File: config.mk
export PLATFORM = sky130hd
export DESIGN_NAME = adc_conv_seq
export DESIGN_NICKNAME = d
export VERILOG_FILES = /design/src/rtl/adc_seq_pkg.sv /design/src/rtl/adc_settle_timer.sv /design/src/rtl/adc_result_latch.sv /design/src/rtl/adc_conv_seq.sv
export SDC_FILE = /design/constraint.sdc
export NUM_CORES = 1
export LEC_CHECK = 0
export BUFFER_PORTS_ARGS = -buffer_cell sky130_fd_sc_hd__buf_4
export CORE_MARGIN = 2
export CORE_UTILIZATION = 57
export CTS_BUF_LIST = sky130_fd_sc_hd__clkbuf_8 sky130_fd_sc_hd__clkbuf_16
export CTS_CLUSTER_DIAMETER = 40
export DETAILED_ROUTE_END_ITERATION = 10
export PLACE_DENSITY_LB_ADDON = 0.1
export SETUP_SLACK_MARGIN = 0.2
export SLEW_MARGIN = 30
export SYNTH_ARGS = -nofsm -noshare
export SYNTH_HDL_FRONTEND = slang
export SYNTH_SLANG_ARGS = --single-unit
File: constraint.sdc
create_clock -name clk -period 3.4 [get_ports clk]
set_input_delay 0.51 -clock clk [delete_from_list [all_inputs] [get_ports clk]]
set_output_delay 0.51 -clock clk [all_outputs]
set_load 0.02 [all_outputs]
File: src/rtl/adc_seq_pkg.sv
package adc_seq_pkg;

   // Cycles needed to cover a window of ns nanoseconds at hz, rounded up.
   function automatic longint settle_cycles(input longint hz, input longint ns);
      return (hz * ns + 64'd999_999_999) / 64'd1_000_000_000;
   endfunction

endpackage

File: src/rtl/adc_settle_timer.sv
module adc_settle_timer #(
   parameter int CYC = 6250
) (
   input  logic clk,
   input  logic rst_n,
   input  logic trig,
   output logic busy
);

   if (CYC < 0) begin : g_bad
      $error("adc_settle_timer: CYC must not be negative");
   end

   if (CYC == 0) begin : g_none
      assign busy = 1'b0;
   end else begin : g_count
      localparam int CW = $clog2(CYC + 1);
      logic [CW-1:0] cnt_q;

      always_ff @(posedge clk) begin
         if (!rst_n)
            cnt_q <= '0;
         else if (trig)
            cnt_q <= CW'(CYC);
         else if (cnt_q != '0)
            cnt_q <= cnt_q - 1'b1;
      end

      assign busy = (cnt_q != '0);


      settle_arm_chk: assert property (@(posedge clk) disable iff (!rst_n)
         trig |=> busy);
   end

endmodule

File: src/rtl/adc_result_latch.sv
module adc_result_latch #(
   parameter int RES_W = 10,
   parameter int RAW_W = 12
) (
   input  logic             clk,
   input  logic             rst_n,
   input  logic             upd,
   input  logic [RAW_W-1:0] raw,
   input  logic             rd_lo,
   input  logic             rd_hi,
   output logic [RES_W-1:0] res
);

   if (RAW_W < RES_W + 2) begin : g_bad
      $error("adc_result_latch: RAW_W must exceed RES_W by at least 2");
   end

   logic [RES_W-1:0] clamped;
   logic [RES_W-1:0] res_q, shadow_q;
   logic             shad_v_q, lock_q;

   // Negative codes saturate low; codes beyond full scale saturate high.
   always_comb begin
      if (raw[RAW_W-1])
         clamped = '0;
      else if (|raw[RAW_W-2:RES_W])
         clamped = '1;
      else
         clamped = raw[RES_W-1:0];
   end

   always_ff @(posedge clk) begin
      if (!rst_n) begin
         res_q    <= '0;
         shadow_q <= '0;
         shad_v_q <= 1'b0;
         lock_q   <= 1'b0;
      end else begin
         if (rd_lo)
            lock_q <= 1'b1;
         if (rd_hi) begin
            lock_q <= 1'b0;
            if (shad_v_q) begin
               res_q    <= shadow_q;
               shad_v_q <= 1'b0;
            end
         end
         if (upd) begin
            if ((lock_q || rd_lo) && !rd_hi) begin
               shadow_q <= clamped;
               shad_v_q <= 1'b1;
            end else begin
               res_q    <= clamped;
               shad_v_q <= 1'b0;
            end
         end
      end
   end

   assign res = res_q;


   hold_locked_chk: assert property (@(posedge clk) disable iff (!rst_n)
      (lock_q && !rd_hi) |=> $stable(res_q));

endmodule

File: src/rtl/adc_conv_seq.sv
module adc_conv_seq #(
   parameter int CLK_HZ     = 50_000_000,
   parameter int SETTLE_NS  = 125_000,
   parameter int CH_W       = 5,
   parameter int REF_W      = 2,
   parameter int DIFF_FIRST = 11,
   parameter int RES_W      = 10,
   parameter int RAW_W      = 12
) (
   input  logic             clk,
   input  logic             rst_n,
   input  logic             sel_wr,
   input  logic [CH_W-1:0]  sel_chan,
   input  logic [REF_W-1:0] sel_ref,
   input  logic             en,
   input  logic             freerun,
   input  logic             irq_en,
   input  logic             start_wr,
   input  logic             flag_clr,
   input  logic             irq_ack,
   input  logic             cpu_halted,
   input  logic             other_wake,
   input  logic             rd_lo,
   input  logic             rd_hi,
   output logic             conv_start,
   output logic [CH_W-1:0]  conv_chan,
   input  logic             conv_done,
   input  logic [RAW_W-1:0] conv_code,
   output logic             settling,
   output logic             start_status,
   output logic             done_flag,
   output logic             irq,
   output logic [7:0]       result_lo,
   output logic [RES_W-9:0] result_hi
);

   localparam longint SETTLE_L =
      adc_seq_pkg::settle_cycles(longint'(CLK_HZ), longint'(SETTLE_NS));
   localparam int SETTLE_CYC = int'(SETTLE_L);

   if (RES_W < 9 || RES_W > 16) begin : g_bad_res
      $error("adc_conv_seq: RES_W must lie in 9..16");
   end
   if (DIFF_FIRST >= (1 << CH_W)) begin : g_bad_diff
      $error("adc_conv_seq: DIFF_FIRST out of channel range");
   end

   logic [CH_W-1:0]  chan_q;
   logic [REF_W-1:0] ref_q;
   logic halted_q, start_q, busy_q, armed_q, flag_q, cstart_q;
   logic trig, launch, done_ok, halt_rise, arm_ok;
   logic [RES_W-1:0] res;

   // Lockout trigger: a differential pair on either side, or a new reference.
   assign trig = sel_wr && ((sel_chan >= CH_W'(DIFF_FIRST)) ||
                            (chan_q   >= CH_W'(DIFF_FIRST)) ||
                            (sel_ref  != ref_q));

   adc_settle_timer #(.CYC(SETTLE_CYC)) i_settle (
      .clk  (clk),
      .rst_n(rst_n),
      .trig (trig),
      .busy (settling)
   );

   assign halt_rise = cpu_halted && !halted_q;
   assign arm_ok    = en && !start_q && !freerun && irq_en;
   assign done_ok   = conv_done && busy_q;
   assign launch    = en && !busy_q && !settling &&
                      (start_q || (armed_q && !other_wake));

   always_ff @(posedge clk) begin
      if (!rst_n) begin
         chan_q   <= '0;
         ref_q    <= '0;
         halted_q <= 1'b0;
         start_q  <= 1'b0;
         busy_q   <= 1'b0;
         armed_q  <= 1'b0;
         flag_q   <= 1'b0;
         cstart_q <= 1'b0;
      end else begin
         if (sel_wr) begin
            chan_q <= sel_chan;
            ref_q  <= sel_ref;
         end
         halted_q <= cpu_halted;
         cstart_q <= launch;

         if (launch)
            busy_q <= 1'b1;
         else if (done_ok)
            busy_q <= 1'b0;

         if (done_ok)
            start_q <= freerun && en;
         if (start_wr && en)
            start_q <= 1'b1;
         if (!en && !busy_q)
            start_q <= 1'b0;

         if (launch || other_wake || !cpu_halted)
            armed_q <= 1'b0;
         if (halt_rise && arm_ok)
            armed_q <= 1'b1;

         if (flag_clr || irq_ack)
            flag_q <= 1'b0;
         if (done_ok)
            flag_q <= 1'b1;
      end
   end

   adc_result_latch #(.RES_W(RES_W), .RAW_W(RAW_W)) i_result (
      .clk  (clk),
      .rst_n(rst_n),
      .upd  (done_ok),
      .raw  (conv_code),
      .rd_lo(rd_lo),
      .rd_hi(rd_hi),
      .res  (res)
   );

   assign conv_start   = cstart_q;
   assign conv_chan    = chan_q;
   assign start_status = start_q;
   assign done_flag    = flag_q;
   assign irq          = flag_q && irq_en;
   assign result_lo    = res[7:0];
   assign result_hi    = res[RES_W-1:8];


   no_start_in_settle_chk: assert property (@(posedge clk) disable iff (!rst_n)
      settling |=> !conv_start);


   flag_after_done_chk: assert property (@(posedge clk) disable iff (!rst_n)
      done_ok |=> done_flag);


   disabled_no_start_chk: assert property (@(posedge clk) disable iff (!rst_n)
      !en |=> !conv_start);


   single_pulse_chk: assert property (@(posedge clk) disable iff (!rst_n)
      conv_start |=> !conv_start);

endmodule

# After elaboration in Yosys (flattened, before gate mapping)
# Index checks and enable logic that the tools add are counted.
# totals
ff_bits	48
inputBits	33
out_inout_bits	20
elab_cells	81
# classes
addsub	1
n_lt_le_gt_ge	2
n_eq_ne	1
mux	19
n_bitwise	1
n_reduce_logical	43
# ops
cell	n
10-bit two-way mux	6
13-bit two-way mux	2
1-bit logical AND	16
13-bit nonzero test	1
13-bit by 1-bit subtractor with 13-bit output (second input constant)	1
2-bit nonzero test	6
1-bit two-way mux	11
5-bit by 4-bit greater-or-equal comparator with 1-bit output (second input constant)	2
1-bit zero test	9
1-bit logical OR	7
2-bit OR reduction	3
2-bit inequality test	1
2-bit AND reduction	1
1-bit NOT	1

# Longest topological paths before layout
# Gate-level depths: netlist of the first run.
# logic_depth
ltp_word	8
ltp_mapped	6
depth_no_buf	6

# Modules after synthesis
# A second synthesis of the first run with hierarchy kept.
# hier_totals
cells_unflattened	244
hier_area_um2	2438.6
# modules_own_cells
module	instances	cells_per_inst	area_per_inst_um2	seq_area_each_um2
adc_result_latch	1	112	1189.9	440.4
adc_settle_timer	1	73	685.7	260.2
adc_conv_seq	1	59	563.0	260.2

# Worst setup path after synthesis of the first run
# OpenSTA, ideal clock, no wires.
# synth_path
path_kind	flip-flop to flip-flop
start	register i_settle.g_count.cnt_q[0]
end	register i_settle.g_count.cnt_q[12]
setup_time_ps	115
t_arrival_ps	1761
required_ps	3285
slack_ps	1524
stages_incl_launch_ff	7
n_path_buf	0
synth_period_minus_slack_ps	1876
path_cell_list	dfxtp_1 -> inv_1 -> ha_1 -> or3b_2 -> nor4_1 -> mux2_2 -> o21a_1
# synth_via
elab_chain_cells	3
word_cells_on_any_way	5
classes_between	1 x add/sub; 2 x mux; 2 x reduce/logical
# synth_rtl
element	line	text
start: declaration	adc_settle_timer.sv:18	logic [CW-1:0] cnt_q;
start signal: assignment	adc_settle_timer.sv:24	cnt_q <= CW'(CYC);
start signal: assignment	adc_settle_timer.sv:26	cnt_q <= cnt_q - 1'b1;
13-bit by 1-bit subtractor with 13-bit output	adc_settle_timer.sv:26	
13-bit two-way mux	adc_settle_timer.sv:25	else if (cnt_q != '0)
13-bit two-way mux	adc_settle_timer.sv:23	else if (trig)
# Parallel ways exist; a longest one is shown, timed or not. The select of a mux whose other input is x is not followed.
# A chain may end at the register's enable or synchronous reset.

# Worst setup path after layout of the first run
# layout_path
start	register i_settle.g_count.cnt_q[0]
end	output port settling
# layout_via
elab_chain_cells	1
# layout_rtl
element	line	text
13-bit nonzero test	adc_settle_timer.sv:29	assign busy = (cnt_q != '0);
end: declaration	adc_conv_seq.sv:29	output logic settling,
# Every way passes these cells.

==> results of run 1 <==
[worst max-delay path: stages (launching register included)]
cell and delay (ps):
dfxtp_1 340, inv_1 120, ha_1 210, nor4b_1 480
nand4_1 160, buf_4 190
[logic make-up after synthesis]
family,after synthesis,synth area share
simple gates,122,0.279
fa+ha+maj,2,0.0112
mux,9,0.0408
xor+xnor,3,0.0117
flops,48,0.429
buf+inv,22,0.0375
compound gates,65,0.190
[worst paths after layout]
kind,endpoint,slack (ps),depth (start not counted)
setup reg to reg,i_result.res[1],1170,3
hold / removal,conv_chan[4],450,3
hold reg to reg,i_result.shadow_q[3],480,2
setup / recovery,settling,1080,5
[through the flow]
step	hold WS (ps)	area, um^2	power (mW)
global placement	462	2640	0.819
detailed placement	467	2640	0.824
floorplan	454	2240	0.756
global route	479	2770	1.34
finish	454	2770	1.29
CTS	457	2770	1.30
[power groups by stage]
| stage | combinational [mW] | clock [mW] | sequential [mW] |
|---|---|---|---|
| after detailed placement | 0.202 | 0 | 0.623 |
| after floorplan | 0.133 | 0 | 0.623 |
| after global placement | 0.197 | 0 | 0.622 |
| after CTS | 0.204 | 0.482 | 0.610 |
| after global routing | 0.226 | 0.500 | 0.614 |
| final | 0.204 | 0.475 | 0.611 |
[synthesized netlist by cell type (all sizes together), types with 2 or more instances]
cell type   n  area (um^2)
ha          2         25.0
o21ai      18         90.1
o31a        2         17.5
a21o        3         22.5
nor2       46          173
nor4        6         58.8
and2        3         18.8
nand4       2         12.5
a31oi       2         12.5
buf         3         12.5
nand2b      2         12.5
mux2i       8         80.1
or4         3         26.3
nor3        4         41.3
dfxtp      48          961
clkbuf     13         48.8
nand2      28          105
o21a        4         30.0
o31ai       2         15.0
nand3      14         70.1
inv         6         22.5
nor2b       3         18.8
a21oi      13         65.1
a311oi     10         87.6
a211oi      6         45.0
nor4b       2         17.5
or3         4         28.8
xor2        2         17.5
or4b        2         20.0
[metal layers]
layer / GRT usage / wire [um] / up-vias
met2: 0.416 / 2590 / 60
met5: 0 / 0 / -
li1: - / - / 1056
met3: 0.0422 / 251 / 8
met4: 0.0995 / 84 / 0
met1: 0.345 / 2410 / 1002
[area by class of cell]
cell class                      count  area (um^2)
Clock inverter                      2         60.1
Sequential cell                    48          961
Timing Repair Buffer               54          405
Fill cell                         285          945
Tap cell                           48         60.1
Clock buffer                        5         68.8
Inverter                            6         22.5
Multi-Input combinational cell    201         1190
[registers in the layout, indices dropped and copies added, names as in the netlist]
signal and count:
i_result.shadow_q 10, i_settle.g_count.cnt_q 13, i_result.lock_q 1, i_result.shad_v_q 1, start_status 1, armed_q 1
ref_q 2, conv_start 1, i_result.res 10, busy_q 1, conv_chan 5, halted_q 1
done_flag 1
==> flow_metrics.tcl, run 1 <==
set metrics [dict create \
    utilization 0.746 \
    arrival_ps 1810 \
    cts_root_buf "clkbuf_8" \
    cts_tree "yes" \
    clk_pin_slew_worst_paths_ps 80 \
    dieArea_um2 4440 \
    vias_per_cell 5.84 \
    p_leak_nw 1.11 \
    power.density_nw_per_um2 465 \
    cp_max_fo 3 \
    cts_num_sinks 48 \
    timing.rr.start "i_result.lock_q" \
    async_reset_ff_frac 0 \
    placementRows 22 \
    clock.fmax_mhz 431 \
    fin_crit_ps 2320 \
    dr.pass1.iters 4 \
    layout_common_cells "buf_4 (54), dfxtp_1 (48), nor2_1 (46), nand2_1 (28), o21ai_0 (18)" \
    tightestPinTransition_ps 801 \
    switching_share 0.248 \
    final_nets 351 \
    synth-edff-count 0 \
    cts-htree-levels 2 \
    cts_resized 0 \
    synth_nets 306 \
    seq_area_frac_synth 0.429 \
    intPower_uw 969 \
    fin_crit_sh 0.682 \
    seq_power_share 0.474 \
    relSlewSlack 0.465 \
    combPwrFrac 0.158 \
    routedWlPerCell_um 14.7 \
    antenna_left 0 \
    grt_first_pass_wirelength_um 8760 \
    status "finished clean" \
    slew_violations 0 \
    io_buffers 52 \
    start_kind "flip-flop" \
    hp-start "sel_chan[4]" \
    synth_area_um2 2240 \
    ios 53 \
    crit_required_ps 2890 \
    drive_gt1_frac 0.228 \
    antenna_cells 0 \
    die_w_um 66.7 \
    cts_buffers 5 \
    antenna_found_initial 0 \
    die_y_um 66.7 \
    rsz0062_at_grt "no" \
    cts_setup_buffers 0 \
    wl_um 5340 \
    drv_cap 0 \
    cp-end-kind "output port" \
    hold_buffers 0 \
    gp_congestion 0.803 \
    grt_pass1_vias 1912 \
    areaGrowthSynthToFinish_pct 23.8 \
    drc 0 \
    ys.flop_type "dfxtp_1" \
    cts_max_path_buffers 2 \
    dpl.hpwl_um 3790 \
    initial_core_util 0.602 \
    ys_seq_elements 48 \
    netlist_instances 271 \
    worstSetupPathType "flip-flop to output port" \
    p_sw_uw 321 \
    peakVddDrop_v 0.000323 \
    final_common_cell "buf_4" \
    grt_max_degree 24 \
    layout_setup_ws_ps 1080 \
    setup_tns_ps 0 \
    finalHoldViolations 0 \
    clock_latency_ps 310 \
    stdcell_count 364 \
    dr_total_vias 2126 \
    ys_warn_count 0 \
    synth_cell_types 46 \
    place_ws_ps 906 \
    pwr-share-clk 0.368 \
    hold_path.class "input pin to flip-flop" \
    drt-initial-drc-count 228 \
    core-area_um2 3720 \
    setup_violations 0 \
    grt_usage 0.258 \
    syn_area_per_cell_um2 8.26 \
    startpoint "i_settle.g_count.cnt_q[0]" \
    numPlacedInstances 357 \
    fin_skew_ps 8.06 \
    globalRouteOverflowTotal 0 \
]
(Power assumes the default switching activity.)
==> run 2: changes to the inputs <==
Settings changed: CORE_UTILIZATION 57 to 53.
Clock period 3.4 ns to 2.3 ns, I/O delays scaled along.
==> run 2 against run 1 <==
Sequential share of layout area fell by 0.26 points. Non-clock buffer count rose by 6. Global-route usage fell by 2.0 points. Highest routed layer unchanged. Critical path type is now flip-flop to flip-flop.
==> flow_metrics.tcl, run 2 (synthesized netlist as in run 1, its figures left out) <==
set metrics [dict create \
    status "finished clean" \
    cp-end-kind "flip-flop" \
    wl_um 5180 \
    die_w_um 69.0 \
    cts_root_buf "clkbuf_8" \
    fin_crit_sh 0.852 \
    num-fill-cells 336 \
    dr_total_vias 2077 \
    switching_share 0.273 \
    place_ws_ps 335 \
    grt.met1_usage 0.301 \
    antenna_found_initial 0 \
    layout_common_cells "buf_4 (60), dfxtp_1 (48), nor2_1 (46), nand2_1 (28), o21ai_0 (18)" \
    drt-initial-drc-count 104 \
    cts_num_sinks 48 \
    grt.met3_usage 0.0536 \
    largest_reg_flops 13 \
    drc 0 \
    crit_slowest_cell "or4b_1" \
    relSlewSlack 0.699 \
    rr_worst_depth 6 \
    finalHoldViolations 0 \
    ios 53 \
    start_kind "flip-flop" \
    drive_gt1_frac 0.245 \
    min_to "armed_q" \
    hold_buffers 0 \
    r2r_end "i_settle.g_count.cnt_q[5]" \
    layout_setup_ws_ps 340 \
    cts-htree-levels 2 \
    fin_crit_ps 1960 \
    dr.pass1.iters 4 \
    peakVddDrop_v 0.000405 \
    io_buffers 52 \
    globalRouteOverflowTotal 0 \
    cts_setup_buffers 0 \
    timing.rr.start "i_settle.g_count.cnt_q[0]" \
    intPower_mw 1.25 \
    grt_first_pass_wirelength_um 8510 \
    crit_chain "inv_1 > ha_1 > or4b_1 > nor4_4 > nor3_1 > o31a_1" \
    pwr-share-clk 0.293 \
    final_nets 357 \
    antenna_left 0 \
    core-area_um2 4030 \
    top_register "i_settle.g_count.cnt_q" \
    grt_usage 0.238 \
    p_leak_nw 1.13 \
    busiest_layer "met2" \
    r2r_slack_ps 340 \
    die_y_um 69.0 \
    cts_tree "yes" \
    setup_tns_ps 0 \
    fin_skew_ps 9.43 \
    tightestPinTransition_ps 449 \
    initial_core_util 0.556 \
    grt_pass1_vias 1873 \
    clock_latency_ps 300 \
    dieArea_um2 4760 \
    holdPathStages 3 \
    final_common_cell "buf_4" \
    worstSetupPathType "flip-flop to flip-flop" \
    cp_max_fo 4 \
    rsz0062_at_grt "no" \
    power.density_nw_per_um2 616 \
    crit_required_ps 2490 \
    arrival_ps 2150 \
    setup_violations 0 \
    cts_max_path_buffers 2 \
    grt_max_degree 30 \
    routedWlPerCell_um 13.9 \
    drv_cap 0 \
    dpl.hpwl_um 3630 \
    seq_power_share 0.526 \
    hold_path.class "input pin to flip-flop" \
    p_sw_uw 470 \
    gp_congestion 0.811 \
    placementRows 23 \
    slew_violations 0 \
    cts_buffers 5 \
    antenna_cells 0 \
    clk_pin_slew_worst_paths_ps 80 \
    clock.fmax_mhz 510 \
    hp-start "irq_en" \
    slowest_delay_ps 540 \
    met2_usage 0.406 \
    areaGrowthSynthToFinish_pct 24.8 \
    combPwrFrac 0.181 \
    vias_per_cell 5.57 \
]
## run 2: cell types whose count changed in the layout (fill, tap and decap cells not counted), sizes merged
cell,change
inv,+2
bufinv,-2
clkbuf,+1
buf,+6
## run 2: layer usage
metal,vias to the layer above,share of wire
met3,6,0.042
li1,1069,-
met2,43,0.49
met1,959,0.46
met4,0,0.010
met5,-,0
## run 2: area by class of cell
type                    instances  area [um^2]  area share
multi-input cells             201         1210       0.432
flip-flops and latches         48          961       0.344
repair buffers                 60          450       0.161
clock buffers                   6         82.6      0.0296
well taps                      50         62.6      0.0224
inverters                       6         22.5     0.00806
clock inverters                 2         7.51     0.00269
## run 2: stage by stage
stage	util	std cells	hold slack (ps)	area, um^2	power (mW)
floorplan	-	271	454	2240	1.12
global placement	0.668	365	462	2690	1.22
detailed placement	0.668	365	469	2690	1.22
CTS	0.692	373	283	2790	1.73
global route	0.693	373	296	2790	1.79
finish	0.693	373	285	2790	1.72
## run 2: worst max-delay path, delay by kind of cell (launching register included)
kind | cells | cell delay, ps
and+or+nand+nor | 3 | 940
AOI/OAI and AO/OA | 1 | 280
buffers and inverters | 1 | 110
adders and majority gates | 1 | 190
DFF | 1 | 340
## run 2: what timing repair did
action                                 in CTS  in global routing
endpoints found under the hold margin       0                  0
gates resized for setup                     1                  1
setup endpoints to repair                   1                  1
cloned                                      0                  0
## run 2: power by group through the flow
stage / clock (mW) / sequential [mW] / combinational, mW
3_3_place_gp: 0 / 0.920 / 0.299
2_1_floorplan: 0 / 0.921 / 0.196
6_report: 0.504 / 0.905 / 0.311
4_1_cts: 0.514 / 0.904 / 0.308
5_1_grt: 0.536 / 0.909 / 0.345
3_5_place_dp: 0 / 0.922 / 0.303
## run 2: worst max path at each step
stage / startpoint / end / slack, ps / depth (start not counted)
floorplan: i_settle.g_count.cnt_q[0] / i_settle.g_count.cnt_q[12] / 420 / 6
global placement: i_settle.g_count.cnt_q[0] / i_settle.g_count.cnt_q[12] / 360 / 6
detailed placement: i_settle.g_count.cnt_q[0] / i_settle.g_count.cnt_q[12] / 340 / 6
CTS: i_settle.g_count.cnt_q[1] / i_settle.g_count.cnt_q[12] / 330 / 6
global route: i_settle.g_count.cnt_q[0] / i_settle.g_count.cnt_q[9] / 230 / 6
finish: i_settle.g_count.cnt_q[0] / i_settle.g_count.cnt_q[5] / 340 / 6
